### config.mk
export PLATFORM = sky130hd
export DESIGN_NAME = cfgsr_top
export DESIGN_NICKNAME = d
export VERILOG_FILES = /design/src/rtl/cfgsr_pkg.sv /design/src/rtl/cfgsr_rst_sync.sv /design/src/rtl/cfgsr_chain.sv /design/src/rtl/cfgsr_shadow.sv /design/src/rtl/cfgsr_decode.sv /design/src/rtl/cfgsr_top.sv
export SDC_FILE = /design/constraint.sdc
export NUM_CORES = 1
export LEC_CHECK = 0
export ABC_AREA = 1
export CORE_MARGIN = 2
export CORE_UTILIZATION = 50
export CTS_BUF_LIST = sky130_fd_sc_hd__clkbuf_4
export DETAILED_ROUTE_END_ITERATION = 12
export DONT_BUFFER_PORTS = 1
export PLACE_DENSITY = 0.69
export SLEW_MARGIN = 0
export SYNTH_ARGS = -nofsm -noshare
export SYNTH_HDL_FRONTEND = slang
export SYNTH_SLANG_ARGS = --single-unit
### constraint.sdc
create_clock -name fe_clk -period 31.9 [get_ports fe_clk]
set_input_delay 1.595 -clock fe_clk [delete_from_list [all_inputs] [get_ports fe_clk]]
set_output_delay 1.595 -clock fe_clk [all_outputs]
set_load 0.05 [all_outputs]
### src/rtl/cfgsr_pkg.sv
package cfgsr_pkg;

  localparam int CFG_BITS = 197;
  localparam int NUM_CH   = 128;

  // zero-based stage index = image bit number - 1
  localparam int MASK_LO  = 0;
  localparam int CALDIR_B = 128;
  localparam int POL_B    = 129;
  localparam int BW_LO    = 130;
  localparam int BW_W     = 3;
  localparam int DEPTH_LO = 133;
  localparam int DEPTH_W  = 6;
  localparam int ISEL_LO  = 139;
  localparam int ISEL_W   = 11;
  localparam int ORDER_B  = 150;
  localparam int ID_LO    = 151;
  localparam int ID_W     = 7;
  localparam int DPS_B    = 158;
  localparam int BRAT_B   = 159;
  localparam int DRVB_B   = 160;
  localparam int LAST_B   = 161;
  localparam int RNBR_B   = 162;
  localparam int RALL_B   = 163;
  localparam int RDIR_B   = 164;
  localparam int CDIR_B   = 165;
  localparam int TRIM_LO  = 166;
  localparam int TRIM_W   = 8;
  localparam int THR_LO   = 174;
  localparam int THR_W    = 8;
  localparam int MOD_LO   = 182;
  localparam int MOD_W    = 8;
  localparam int RDRV_LO  = 190;
  localparam int RDRV_W   = 3;
  localparam int PED_LO   = 193;
  localparam int PED_W    = 4;

  typedef struct packed {
    logic [NUM_CH-1:0]   chan_mask;
    logic                cal_dir;
    logic                fe_polarity;
    logic [BW_W-1:0]     bandwidth;
    logic [DEPTH_W-1:0]  pipe_depth;
    logic [ISEL_W-1:0]   bias_sel;
    logic                readout_order;
    logic [ID_W-1:0]     chip_id;
    logic                dps_en;
    logic                bias_ratio;
    logic                drv_bias;
    logic                last_chip;
    logic                read_nbr;
    logic                read_all;
    logic                ramp_dir;
    logic                comp_dir;
    logic [TRIM_W-1:0]   ramp_trim;
    logic [THR_W-1:0]    threshold;
    logic [MOD_W-1:0]    cnt_modulo;
    logic [RDRV_W-1:0]   drv_res;
    logic [PED_W-1:0]    ramp_ped;
  } cfg_fields_t;

endpackage

### src/rtl/cfgsr_rst_sync.sv
module cfgsr_rst_sync #(
  parameter int SYNC_STAGES = 2
) (
  input  logic clk,
  input  logic rst_n_async,
  output logic rst_n_sync
);

  logic [SYNC_STAGES-1:0] sync_q;
  logic [SYNC_STAGES-1:0] sync_nxt;

  always_comb begin
    sync_nxt = {sync_q[SYNC_STAGES-2:0], 1'b1};
  end

  always_ff @(posedge clk or negedge rst_n_async) begin
    if (!rst_n_async) sync_q <= '0;
    else              sync_q <= sync_nxt;
  end

  assign rst_n_sync = sync_q[SYNC_STAGES-1];

endmodule

### src/rtl/cfgsr_chain.sv
module cfgsr_chain #(
  parameter int WIDTH = 197
) (
  input  logic             clk,
  input  logic             rst_n,
  input  logic             shift_en,
  input  logic             ser_in,
  output logic [WIDTH-1:0] stages,
  output logic             ser_out
);

  logic [WIDTH-1:0] stages_nxt;

  always_comb begin
    stages_nxt = stages;
    if (shift_en) stages_nxt = {stages[WIDTH-2:0], ser_in};
  end

  always_ff @(posedge clk or negedge rst_n) begin
    if (!rst_n)        stages <= '0;
    else if (shift_en) stages <= stages_nxt;
  end

  assign ser_out = stages[WIDTH-1];

  // one shift moves the next-to-last stage onto the output and takes in the serial bit
  p_shift_advance_r2: assert property (@(posedge clk) disable iff (!rst_n)
    shift_en |=> (ser_out == $past(stages[WIDTH-2])) && (stages[0] == $past(ser_in)));

  // an idle clock changes no stage
  p_idle_hold_r3: assert property (@(posedge clk) disable iff (!rst_n)
    !shift_en |=> $stable(stages));

endmodule

### src/rtl/cfgsr_shadow.sv
module cfgsr_shadow #(
  parameter int WIDTH = 197
) (
  input  logic             clk,
  input  logic             rst_n,
  input  logic             capture,
  input  logic [WIDTH-1:0] src,
  output logic [WIDTH-1:0] held
);

  logic [WIDTH-1:0] held_nxt;

  always_comb begin
    held_nxt = held;
    if (capture) held_nxt = src;
  end

  always_ff @(posedge clk or negedge rst_n) begin
    if (!rst_n)       held <= '0;
    else if (capture) held <= held_nxt;
  end

  // without a strobe the parameters stay put
  p_param_keep_r4: assert property (@(posedge clk) disable iff (!rst_n)
    !capture |=> $stable(held));

  // a strobe takes the shift contents present before that edge
  p_capture_pre_r9: assert property (@(posedge clk) disable iff (!rst_n)
    capture |=> (held == $past(src)));

endmodule

### src/rtl/cfgsr_decode.sv
module cfgsr_decode
  import cfgsr_pkg::*;
(
  input  logic [CFG_BITS-1:0] img,
  output cfg_fields_t         fields
);

  logic [NUM_CH-1:0] mask_w;

  for (genvar c = 0; c < NUM_CH; c++) begin : g_mask
    assign mask_w[c] = img[MASK_LO + c];
  end

  always_comb begin
    fields.chan_mask     = mask_w;
    fields.cal_dir       = img[CALDIR_B];
    fields.fe_polarity   = img[POL_B];
    fields.bandwidth     = img[BW_LO +: BW_W];
    fields.pipe_depth    = img[DEPTH_LO +: DEPTH_W];
    fields.bias_sel      = img[ISEL_LO +: ISEL_W];
    fields.readout_order = img[ORDER_B];
    fields.chip_id       = img[ID_LO +: ID_W];
    fields.dps_en        = img[DPS_B];
    fields.bias_ratio    = img[BRAT_B];
    fields.drv_bias      = img[DRVB_B];
    fields.last_chip     = img[LAST_B];
    fields.read_nbr      = img[RNBR_B];
    fields.read_all      = img[RALL_B];
    fields.ramp_dir      = img[RDIR_B];
    fields.comp_dir      = img[CDIR_B];
    fields.ramp_trim     = img[TRIM_LO +: TRIM_W];
    fields.threshold     = img[THR_LO +: THR_W];
    fields.cnt_modulo    = img[MOD_LO +: MOD_W];
    fields.drv_res       = img[RDRV_LO +: RDRV_W];
    fields.ramp_ped      = img[PED_LO +: PED_W];
  end

endmodule

### src/rtl/cfgsr_top.sv
module cfgsr_top
  import cfgsr_pkg::*;
#(
  parameter int SYNC_STAGES = 2
) (
  input  logic                fe_clk,
  input  logic                rst_n,
  input  logic                shift_en,
  input  logic                latch_stb,
  input  logic                nbr_in,
  output logic                nbr_out,
  output logic [NUM_CH-1:0]   chan_mask,
  output logic                cal_dir,
  output logic                fe_polarity,
  output logic [BW_W-1:0]     fe_bandwidth,
  output logic [DEPTH_W-1:0]  pipe_depth,
  output logic [ISEL_W-1:0]   fe_bias_sel,
  output logic                readout_order,
  output logic [ID_W-1:0]     chip_id,
  output logic                dps_en,
  output logic                bias_ratio,
  output logic                drv_bias,
  output logic                last_chip,
  output logic                read_nbr,
  output logic                read_all,
  output logic                ramp_dir,
  output logic                comp_dir,
  output logic [TRIM_W-1:0]   ramp_trim,
  output logic [THR_W-1:0]    threshold,
  output logic [MOD_W-1:0]    cnt_modulo,
  output logic [RDRV_W-1:0]   drv_res,
  output logic [PED_W-1:0]    ramp_ped
);

  logic                rst_n_int;
  logic [CFG_BITS-1:0] shift_img;
  logic [CFG_BITS-1:0] live_img;
  cfg_fields_t         fields;

  cfgsr_rst_sync #(.SYNC_STAGES(SYNC_STAGES)) u_rst (
    .clk         (fe_clk),
    .rst_n_async (rst_n),
    .rst_n_sync  (rst_n_int)
  );

  cfgsr_chain #(.WIDTH(CFG_BITS)) u_chain (
    .clk      (fe_clk),
    .rst_n    (rst_n_int),
    .shift_en (shift_en),
    .ser_in   (nbr_in),
    .stages   (shift_img),
    .ser_out  (nbr_out)
  );

  cfgsr_shadow #(.WIDTH(CFG_BITS)) u_shadow (
    .clk     (fe_clk),
    .rst_n   (rst_n_int),
    .capture (latch_stb),
    .src     (shift_img),
    .held    (live_img)
  );

  cfgsr_decode u_decode (
    .img    (live_img),
    .fields (fields)
  );

  assign chan_mask     = fields.chan_mask;
  assign cal_dir       = fields.cal_dir;
  assign fe_polarity   = fields.fe_polarity;
  assign fe_bandwidth  = fields.bandwidth;
  assign pipe_depth    = fields.pipe_depth;
  assign fe_bias_sel   = fields.bias_sel;
  assign readout_order = fields.readout_order;
  assign chip_id       = fields.chip_id;
  assign dps_en        = fields.dps_en;
  assign bias_ratio    = fields.bias_ratio;
  assign drv_bias      = fields.drv_bias;
  assign last_chip     = fields.last_chip;
  assign read_nbr      = fields.read_nbr;
  assign read_all      = fields.read_all;
  assign ramp_dir      = fields.ramp_dir;
  assign comp_dir      = fields.comp_dir;
  assign ramp_trim     = fields.ramp_trim;
  assign threshold     = fields.threshold;
  assign cnt_modulo    = fields.cnt_modulo;
  assign drv_res       = fields.drv_res;
  assign ramp_ped      = fields.ramp_ped;

endmodule

==> results of run 1 <==
metal layers:
layer  vias up  part of all wire, %  GRT usage (%)
li1       5106                    -              -
met1      4945                   44          25.64
met2       259                   46          31.44
met3        36                  7.9          6.894
met4         0                  1.6          6.784
met5         -                    0              0
flip-flops by register name, summed over array words and instances, names as in the netlist:
| name | cells |
|---|---|
| u_shadow.held | 197 |
| u_chain.stages | 197 |
| u_rst.sync_q | 2 |
worst max-delay path: stages:
cell and delay [ns]:
inv_6 0.61, buf_4 0.93, nand2_1 0.17, nand2_1 0.12
final timing paths:
kind	start	endpoint	slack, ns	cells after the start
max	latch_stb	u_shadow.held[148]	28.83	4
min	u_rst.sync_q[0]	u_rst.sync_q[1]	0.35	0
max reg2reg	u_rst.sync_q[1]	u_shadow.held[156]	29.12	2
min reg2reg	u_rst.sync_q[0]	u_rst.sync_q[1]	0.35	0
max in group asynchronous	u_rst.sync_q[1]	u_shadow.held[156]	29.12	2
min in group asynchronous	u_rst.sync_q[1]	u_chain.stages[73]	0.43	0
report_power, final:
group	switching (mW)	internal, mW	total [mW]	leakage, nW
clock network	0.190	0.213	0.403	0.705
logic	0.0212	0.00617	0.0274	3.28
registers	0.0325	0.514	0.546	5.50
Yosys cell counts:
cell        n  share of area (%)
buf_4      10               0.50
inv_4       2              0.083
nand2_1  1182                 30
dfrtp_1   396                 66
buf_6      27                2.0
conb_1      1              0.025
buf_2      49                1.6
final cells by class:
type | instances | area [um^2] | share of cell area [%]
flip-flops and latches | 396 | 9913 | 61.61
clock buffers | 145 | 1089 | 6.766
inverters | 2 | 17.52 | 0.1089
diodes | 1 | 2.502 | 0.01555
well taps | 390 | 488.0 | 3.033
repair buffers | 7 | 52.55 | 0.3266
multi-input cells | 1183 | 4441 | 27.60
clock inverters | 12 | 86.33 | 0.5366
per-stage QoR:
stage	cells	power, mW
finish	2136	0.9767
global route	2136	1.029
CTS	2135	0.9938
detailed placement	1978	0.5843
global placement	1978	0.5831
floorplan	1667	0.5842
cells by family after synthesis:
group	Yosys count
AND/OR/NAND/NOR	1182
flip-flops	396
buffers and inverters	88
other	1
==> flow_summary_export.csv, run 1 <==
group,metric,value,unit
run_status,status,"finished, final reports clean",
sta,fin_ws,28.83,ns
final_layout,layout_common_cells,"nand2_1, dfrtp_1, clkbuf_4",
place,io_buffer_count,0,
sta,worst_pin_slew,1.125,ns
final_layout,fillCellCount,2735,
die,die_w,177.1,um
synthesis,syn_inst,1667,
die,die_y,177.1,um
sta,fin_skew,0.04998,ns
synthesis,synthSimpleGateAreaFrac,29.60,%
route,drc,0,
global_route,grt_overflow,0,
clocking,postCtsResizedCells,0,
job,max-cap-violations,0,
synthesis,synth_compound_area_share,0,%
sta,setup_violations,0,
sta,post-route-period-util,9.638,%
route,routedWlPerCell,14.02,um
synthesis,synth_fa_ha_area_share,0,%
sta,timing_hold_violations_final,0,
sta,slew_headroom,24.98,%
clocking,cts_hold_buf,0,
synthesis,avgSynthCellArea,8.990,um^2
place,hpwl,16.59,mm
worst_setup_path,critPathKind,"in2reg",
clocking,clk_pin_slew,0.06,ns
place,dp_slack,28.33,ns
clocking,clock_latency,0.70,ns
sta,rsz0062_at_grt,"no",
global_route,track_usage,19.89,%
worst_hold_path,holdCritPathClass,"reg2reg",
worst_setup_path,worst-path-max-fanout,198,
worst_setup_path,arrival,3.69,ns
clocking,clockRootBuffer,"clkbuf_4",
synthesis,yosys.area_share.xor_xnor,0,%
die,initial_core_util,50.70,%
route,drtIter0Drc,714,
route,drt_wl_total,29.94,mm
global_route,grt_pass1_wl,50.92,mm
die,core-area,29560,um^2
clocking,clock-sinks,396,
global_route,grt_pass1_vias,10310,
synthesis,synth_top_family_by_area,"simple AND/OR/NAND/NOR gates",
worst_setup_path,critPathRequiredTime,32.52,ns
power,power_density,60.70,nW/um^2
place,gp_congestion,0.7273,
sta,final-max-slew-violation-count,0,
clocking,post-cts-setup-buffer-count,0,
place,place_area,14910,um^2
route,ant_nets,0,
clocking,cts_buffers,100,
final_layout,nNetsFinal,1695,
synthesis,ys_types,7,
synthesis,synth_nets,1672,
synthesis,synth_area,14990,um^2
power,ir_drop,0.02689,mV
power,p_leak,9.489,nW
sta,fin_crit,3.074,ns
sta,setup_tns,0,ns
synthesis,ys_seq_area_share,66.12,%
global_route,antenna_found_initial,1,
synthesis,synth_seq_cells,396,
die,dieArea,31380,um^2
global_route,grt_max_degree,199,
final_layout,drive_gt1_share,9.169,%
synthesis,ys_warn_count,0,
final_layout,final_common_cell,"nand2_1",
die,row_count,63,
die,io_pins,203,
clocking,tritoncts,"yes",
clocking,cts_buffer_depth,3,
sta,hold_slack,0.3503,ns
worst_setup_path,crit_path_end_kind,"register",
clocking,htree_num_levels,3,
final_layout,area_growth,7.355,%
route,first_pass_iters,5,
sta,max_freq,0.3253,GHz
final_layout,utilization,54.43,%
final_layout,finalInstanceArea,16090,um^2
worst_setup_path,start_kind,"input port",
synthesis,synthMuxAreaShare,0,%
route,avgViaCountPerCell,4.844,
route,vias,10350,
(Power assumes the default switching activity.)
==> run 2, diff against run 1 <==
- clock period: 31.9 -> 3.1 ns (I/O delays scaled with it)
==> run 2 against run 1 <==
Against the previous run:
- core utilization is 2.8 points higher
- clock power grew to 11 times the previous value
- sequential share of layout area is 3.0 points lower
- sequential power grew to 10 times the previous value
- count of clock-buffer cells in the layout is 6 lower
- flip-flop and latch count stayed put
- routed wire length is 7.4% higher
- clock skew is 0.0036 ns lower
- critical path type unchanged
- critical endpoint is now u_chain.stages[0]
==> flow_summary_export.csv, run 2 (synthesized netlist as in run 1, its figures left out) <==
group,metric,value,unit
run_status,status,"finished, final reports clean",
worst_setup_path,crit_path_start,"shift_en",
clocking,clock_latency,0.73,ns
place,hpwl,17.54,mm
route,vias,10750,
die,die_w,177.1,um
die,initial_core_util,50.70,%
die,die_y,177.1,um
clocking,tritoncts,"yes",
sta,setup_tns,0,ns
global_route,grt_pass1_vias,10510,
power,ir_drop,0.2709,mV
sta,fin_skew,0.04637,ns
worst_setup_path,critPathMaxStageDelay,0.65,ns
global_route,grt_max_degree,187,
final_layout,reg.largest.list,"u_chain.stages: 197 flops, u_shadow.held: 197 flops, u_rst.sync_q: 2 flops",
final_layout,nNetsFinal,1760,
global_route,grt_pass1_wl,53.42,mm
clocking,clock-sinks,396,
final_layout,final_common_cell,"nand2_1",
worst_setup_path,r2r_start,"u_chain.stages[158]",
clocking,clockRootBuffer,"clkbuf_4",
route,avgViaCountPerCell,4.859,
sta,final-max-slew-violation-count,0,
route,drtIter0Drc,694,
die,row_count,63,
worst_setup_path,critPathRequiredTime,3.68,ns
final_layout,area_growth,12.78,%
worst_setup_path,start_kind,"input port",
sta,max_freq,0.4615,GHz
global_route,grt_overflow,0,
sta,fin_ws,0.9333,ns
clocking,clk_pin_slew,0.06,ns
route,drc,0,
worst_setup_path,arrival,2.75,ns
final_layout,finalInstanceArea,16900,um^2
global_route,track_usage,21.02,%
place,dp_slack,1.652,ns
clocking,cts_buffers,99,
route,drt_wl_total,32.16,mm
sta,post-route-period-util,69.89,%
sta,fin_crit,2.167,ns
final_layout,fillCellCount,2654,
clocking,htree_num_levels,3,
die,dieArea,31380,um^2
worst_setup_path,reg2reg_to,"u_chain.stages[159]",
clocking,cts_buffer_depth,3,
die,io_pins,203,
worst_setup_path,cp_cell_sequence,"dlygate4sd3_1 > buf_16 > inv_6 > nand2_1 > nand2_1 > dlygate4sd3_1",
sta,timing_hold_violations_final,0,
job,max-cap-violations,0,
sta,rsz0062_at_grt,"no",
die,core-area,29560,um^2
place,io_buffer_count,0,
worst_setup_path,crit_path_end_kind,"register",
worst_setup_path,worst-path-max-fanout,186,
sta,setup_violations,0,
worst_hold_path,holdCritPathClass,"in2reg",
sta,slew_headroom,34.44,%
worst_setup_path,cp-endpoint,"u_chain.stages[0]",
final_layout,drive_gt1_share,9.226,%
route,first_pass_iters,5,
route,ant_nets,0,
worst_setup_path,rr_worst_depth,4,
worst_setup_path,r2r_slack,1.32,ns
place,place_area,15080,um^2
power,p_leak,9.809,nW
clocking,postCtsResizedCells,0,
power,power_density,613.8,nW/um^2
worst_setup_path,critPathKind,"in2reg",
final_layout,utilization,57.18,%
sta,worst_pin_slew,0.9835,ns
worst_setup_path,cp_slowest_cell,"dlygate4sd3_1",
final_layout,layout_common_cells,"nand2_1, dfrtp_1, clkbuf_4",
route,routedWlPerCell,14.53,um
global_route,antenna_found_initial,3,
place,gp_congestion,0.7398,
run 2: cell type report:
class	instances	area [um^2]	area share (%)
well taps	390	488.0	2.887
inverters	2	17.52	0.1036
multi-input cells	1183	4441	26.27
clock inverters	28	186.4	1.103
diodes	2	5.005	0.02961
repair buffers	73	808.3	4.782
clock buffers	139	1044	6.174
flip-flops and latches	396	9913	58.65
run 2: worst min path at each step:
stage               cells past startpoint  startpoint                 end
finish                                  3   latch_stb  u_shadow.held[179]
global route                            3   latch_stb  u_shadow.held[179]
CTS                                     3   latch_stb  u_shadow.held[179]
detailed placement                      0       rst_n     u_rst.sync_q[0]
global placement                        0       rst_n     u_rst.sync_q[0]
floorplan                               0       rst_n     u_rst.sync_q[0]
run 2: metrics by stage:
stage | hold WS (ns) | std cells | power, mW
floorplan | -0.1406 | 1667 | 6.008
global placement | -0.1405 | 1989 | 6.027
detailed placement | -0.1405 | 1989 | 6.040
CTS | 0.01790 | 2211 | 10.53
global route | 0.01925 | 2213 | 10.89
finish | 0.09895 | 2213 | 10.38
run 2: what timing repair did:
item,CTS,global route
hold buffers,55,0
endpoints found under the hold margin,396,0
buffers inserted,0,0
run 2: worst max-delay path: cells and delay by family:
kind          cells  cell delay, ns
simple gates      2            0.22
buf+inv           4            2.19
run 2: power breakdown:
group          switching, mW  internal, mW
Clock                   2.03          2.30
Sequential             0.336          5.28
Combinational          0.309         0.118
run 2: routing by layer:
metal | GRT usage, % | part of all wire (%) | vias to the layer above | routed length, um
li1 | - | - | 5235 | -
met1 | 28.23 | 44 | 5185 | 14260
met2 | 31.84 | 46 | 281 | 14950
met3 | 6.723 | 7.1 | 51 | 2287
met4 | 8.368 | 2.1 | 0 | 660
met5 | 0 | 0 | - | 0
